===== src/rtl/dfs_pkg.sv =====
package dfs_pkg;
  parameter int unsigned DFS_FRAME_W = 24;
  parameter int unsigned DFS_N_CH    = 4;
  parameter logic [DFS_FRAME_W-1:0] DFS_DEF_PAT = 24'h7FFFC0;
endpackage


===== src/rtl/dfs_seq.sv =====
module dfs_seq #(
  parameter int unsigned W = 24
) (
  input  logic clk_i,
  input  logic rst_ni,
  input  logic ce_i,
  input  logic tick_i,
  output logic load_o,
  output logic shift_o,
  output logic clear_o,
  output logic active_o
);
  localparam int unsigned CW = $clog2(W);

  logic [CW-1:0] cnt_q;
  logic          last;

  assign last    = (cnt_q == '0);
  assign load_o  = tick_i;
  assign shift_o = ce_i && active_o && !tick_i && !last;
  assign clear_o = ce_i && active_o && !tick_i && last;

  always_ff @(posedge clk_i or negedge rst_ni) begin
    if (!rst_ni) begin
      cnt_q    <= '0;
      active_o <= 1'b0;
    end else if (load_o) begin
      cnt_q    <= CW'(W-1);
      active_o <= 1'b1;
    end else if (clear_o) begin
      active_o <= 1'b0;
    end else if (shift_o) begin
      cnt_q <= cnt_q - CW'(1);
    end
  end

  p_restart_r5: assert property (@(posedge clk_i) disable iff (!rst_ni)
    tick_i |=> (active_o && cnt_q == CW'(W-1)));

  p_count_r3: assert property (@(posedge clk_i) disable iff (!rst_ni)
    (ce_i && !tick_i && active_o && cnt_q != '0) |=> (active_o && cnt_q == $past(cnt_q) - CW'(1)));
endmodule


===== src/rtl/dfs_lane.sv =====
module dfs_lane #(
  parameter int unsigned W = 24
) (
  input  logic         clk_i,
  input  logic         rst_ni,
  input  logic         load_i,
  input  logic [W-1:0] load_val_i,
  input  logic         shift_i,
  input  logic         clear_i,
  output logic         bit_o
);
  logic [W-1:0] sr_q;

  always_ff @(posedge clk_i or negedge rst_ni) begin
    if (!rst_ni)      sr_q <= '0;
    else if (load_i)  sr_q <= load_val_i;
    else if (clear_i) sr_q <= '0;
    else if (shift_i) sr_q <= {sr_q[W-2:0], 1'b0};
  end

  assign bit_o = sr_q[W-1];
endmodule


===== src/rtl/dfs_clk_gen.sv =====
module dfs_clk_gen (
  input  logic clk_i,
  input  logic rst_ni,
  input  logic ce_i,
  output logic dac_clk_o
);
  always_ff @(posedge clk_i or negedge rst_ni) begin
    if (!rst_ni) dac_clk_o <= 1'b0;
    else         dac_clk_o <= ce_i;
  end

  p_clk_follow_r8: assert property (@(posedge clk_i) disable iff (!rst_ni)
    ce_i |=> dac_clk_o);
endmodule


===== src/rtl/dac_frame_shifter.sv =====
module dac_frame_shifter
  import dfs_pkg::*;
#(
  parameter int unsigned FRAME_W = DFS_FRAME_W,
  parameter int unsigned N_CH    = DFS_N_CH
) (
  input  logic                    clk_i,
  input  logic                    rst_ni,
  input  logic                    dac_ce_i,
  input  logic                    phase_tick_i,
  input  logic [FRAME_W-1:0]      strobe_pat_i,
  input  logic [N_CH*FRAME_W-1:0] sample_i,
  input  logic [N_CH-1:0]         invert_i,
  output logic                    strobe_o,
  output logic [N_CH-1:0]         data_o,
  output logic                    dac_clk_o
);
  logic load, shift, clear, active;

  dfs_seq #(.W(FRAME_W)) u_seq (
    .clk_i   (clk_i),
    .rst_ni  (rst_ni),
    .ce_i    (dac_ce_i),
    .tick_i  (phase_tick_i),
    .load_o  (load),
    .shift_o (shift),
    .clear_o (clear),
    .active_o(active)
  );

  dfs_lane #(.W(FRAME_W)) u_strobe (
    .clk_i     (clk_i),
    .rst_ni    (rst_ni),
    .load_i    (load),
    .load_val_i(strobe_pat_i),
    .shift_i   (shift),
    .clear_i   (clear),
    .bit_o     (strobe_o)
  );

  for (genvar c = 0; c < N_CH; c++) begin : g_ch
    logic [FRAME_W-1:0] word;
    // complement at load so the shifter carries the word as sent
    assign word = sample_i[c*FRAME_W +: FRAME_W] ^ {FRAME_W{invert_i[c]}};

    dfs_lane #(.W(FRAME_W)) u_data (
      .clk_i     (clk_i),
      .rst_ni    (rst_ni),
      .load_i    (load),
      .load_val_i(word),
      .shift_i   (shift),
      .clear_i   (clear),
      .bit_o     (data_o[c])
    );
  end

  dfs_clk_gen u_clk (
    .clk_i    (clk_i),
    .rst_ni   (rst_ni),
    .ce_i     (dac_ce_i),
    .dac_clk_o(dac_clk_o)
  );

  p_idle_low_r4: assert property (@(posedge clk_i) disable iff (!rst_ni)
    !active |-> (!strobe_o && data_o == '0));

  p_hold_r3: assert property (@(posedge clk_i) disable iff (!rst_ni)
    (active && !dac_ce_i && !phase_tick_i) |=> ($stable(strobe_o) && $stable(data_o)));
endmodule


===== config.mk =====
export PLATFORM = sky130hd
export DESIGN_NAME = dac_frame_shifter
export DESIGN_NICKNAME = d
export VERILOG_FILES = /design/src/rtl/dfs_pkg.sv /design/src/rtl/dfs_seq.sv /design/src/rtl/dfs_lane.sv /design/src/rtl/dfs_clk_gen.sv /design/src/rtl/dac_frame_shifter.sv
export SDC_FILE = /design/constraint.sdc
export NUM_CORES = 1
export LEC_CHECK = 0
export BUFFER_PORTS_ARGS = -buffer_cell sky130_fd_sc_hd__buf_2
export CORE_MARGIN = 2
export CORE_UTILIZATION = 35
export CTS_CLUSTER_SIZE = 28
export DETAILED_ROUTE_END_ITERATION = 10
export GPL_ROUTABILITY_DRIVEN = 0
export PLACE_DENSITY = 0.62
export REMOVE_ABC_BUFFERS = 1
export SYNTH_ARGS = -nofsm -noshare
export SYNTH_HDL_FRONTEND = slang
export SYNTH_SLANG_ARGS = --single-unit
export TNS_END_PERCENT = 50

===== constraint.sdc =====
create_clock -name clk_i -period 2 [get_ports clk_i]
set_clock_uncertainty 0.05 [all_clocks]
set_input_delay 0.1 -clock clk_i [delete_from_list [all_inputs] [get_ports clk_i]]
set_output_delay 0.1 -clock clk_i [all_outputs]
set_load 0.03 [all_outputs]

==> metrics <==
Synth cell types=30; PD cells=786 mW/mm^2; Startpoint Class=flop; CP endpoint kind=flop; most frequent cell after synthesis=dfrtp_1; FP Rows=51; routed vias=6135; slew at the pin closest to its max-slew limit=715 ps; CTS Root Cell=clkbuf_16; Starting Density=0.359; initial DRC count=346; max_cap viols=0; initial antenna violation count=0; Hold Fails Final Rpt=0; synthesized flop and latch total=127; met2 Use GR=0.284; status=finished clean; drt pass-1 iters=5; RSZ-0062 raised after global routing=no; ANT cells=0; Reg power frac=0.398; CP Class=flop to flop; met1 Use GR=0.237; Worst VDD drop=494 uV; Critical Path RT=2240 ps; Mapped Area=0.00706 sq mm; fmax=527 MHz; part of the power in combinational logic=0.174; GR Util met3=0.0357; first-pass GRT wire length=30.8 mm; placed cells=1052; sequential area share after synthesis=0.450; Worst-path clk slew=60 ps; gr ovfl total=0; vias in the first global route=6145; flop2flop setup slack=100 ps; Slew headroom=0.523; DRC violations left=0; I/O Pins=134; fraction of final layout cells sized beyond drive strength 1=0.255; P_sw=1.99 mW; TNS Setup=0 ps; CTS Sinks=127; non-filler instance count after layout=1205; WL per Instance=15.2 um; P&R area growth vs syn=38.5%; final WL=18.3 mm; static leakage=4.15 nW; core area=0.0197 sq mm; Slew Limit Fails=0; TritonCTS clock tree=yes; nets@finish=1056; Synth area leader=dfrtp_1; largest net degree at the start of global routing=63; Port Buffer Count=133; top cells by area, synth=dfrtp_1, xnor2_1, a22oi_1, nand3_2, a21oi_1; cells after synthesis=718; Tot GR Track Use=0.177; Final Cycle Share=0.948; Post-synth EDFFs=0; clk_lat worst skew=420 ps; Cell Int Power=5.69 mW; Max FO, Critical Path=57; WP data arrival=2140 ps; final hold slack=47.1 ps; Clock Power Share=0.428; minimum clock period=1900 ps; die area=0.0213 sq mm; # setup viols final=0; CTS Buf Count=17; worst hold-check path type=primary input to flop; Pwr Total=7.68 mW; synth warn=0; Sw Share=0.260; post-DP HPWL=10.4 mm; die width=146 um; DIE HEIGHT=146 um; Synth Area per Inst=9.83 sq um; antenna-violating nets left=0; commonest register cell after synthesis=dfrtp_1; Synth top cells by count=dfrtp_1, a21oi_1, a22oi_1, xnor2_1, nand3_1; CTS Buffer Depth=2; Synth async-reset ratio=1.00; Yosys top cell area share=0.450; GRT busiest layer=met2; # H-tree levels=4; number of vias per cell=5.09
[worst max-delay path, cell delays in order (launching register included)]
cell and delay (ps):
dfrtp_1 380, inv_1 90, ha_2 220, or4b_4 510, buf_12 220, nand3_1 150
a22oi_1 90
[through the flow]
stage	setup WS (ps)	cell area, sq um	util
4_1_cts	112	9770	0.497
6_report	104	9770	0.497
5_1_grt	21.3	9770	0.497
3_5_place_dp	127	7940	0.404
3_3_place_gp	179	7940	0.404
2_1_floorplan	-1870	6630	-
[kinds of logic (layout without fill, tap and decap cells)]
| kind of cell | after synthesis | in the layout | share of synthesized area |
|---|---|---|---|
| fa+ha+maj | 1 | 1 | 0.00177 |
| compound gates | 243 | 243 | 0.218 |
| xor+xnor | 96 | 96 | 0.119 |
| simple gates | 163 | 163 | 0.149 |
| flops | 127 | 127 | 0.450 |
| buf+inv | 88 | 310 | 0.0610 |
[state kept, by name, summed over array words and instances, names as in the netlist]
name and count:
u_strobe.sr_q 24, g_ch.u_data.sr_q 96, u_seq.active_o 1, u_seq.cnt_q 5, u_clk.dac_clk_o 1
[placed cells by master (no fill, tap or decap), drive strengths merged, types with 3 or more instances in the layout]
cell         synthesis  layout
a21oi               96      96
buf                 39     155
nand2               35      35
dlygate4sd3          0     121
xor2                 4       4
clkbuf              47      21
dfrtp              127     127
bufinv               0       4
a21o                 3       3
a2bb2oi             22      22
o21ai               29      29
a22oi               92      92
nand3              116     116
clkinv               0       5
xnor2               92      92
[layout make-up]
class                   instances  area [sq um]
clock inverters                11           164
clock buffers                  21           450
well taps                     265           332
repair buffers                276          2170
fillers                      1875          9880
multi-input cells             503          3470
inverters                       2          7.51
flip-flops and latches        127          3180
[power by group through the flow]
stage / Sequential, mW / Combinational (mW) / Clock, mW
2_1_floorplan: 3.08 / 0.654 / 0
3_3_place_gp: 3.09 / 1.14 / 0
3_5_place_dp: 3.09 / 1.16 / 0
4_1_cts: 3.05 / 1.35 / 3.38
5_1_grt: 3.09 / 1.50 / 3.48
6_report: 3.05 / 1.34 / 3.29
[what timing repair did]
item                                   in CTS  in global routing
resized for setup                           0                  1
hold buffers                              121                  0
endpoints found under the hold margin     247                  0
setup endpoints to repair                   0                  6
setup buffers                               0                  0
[worst paths after layout]
check | start | to | depth (start not counted)
max | u_seq.cnt_q[0] | g_ch[1].u_data.sr_q[11] | 6
min | dac_ce_i | u_seq.active_o | 3
max reg2reg | u_seq.cnt_q[0] | g_ch[1].u_data.sr_q[11] | 6
min reg2reg | g_ch[0].u_data.sr_q[0] | g_ch[0].u_data.sr_q[0] | 2
max in group asynchronous | rst_ni | g_ch[0].u_data.sr_q[9] | 3
min in group asynchronous | rst_ni | u_strobe.sr_q[8] | 2
[routing by layer]
metal | up-vias | routed length, um
met3 | 25 | 635
met2 | 136 | 8860
met4 | 0 | 365
met1 | 2972 | 8460
met5 | - | 0
li1 | 3002 | -
Power figures use the tool's default switching activity.
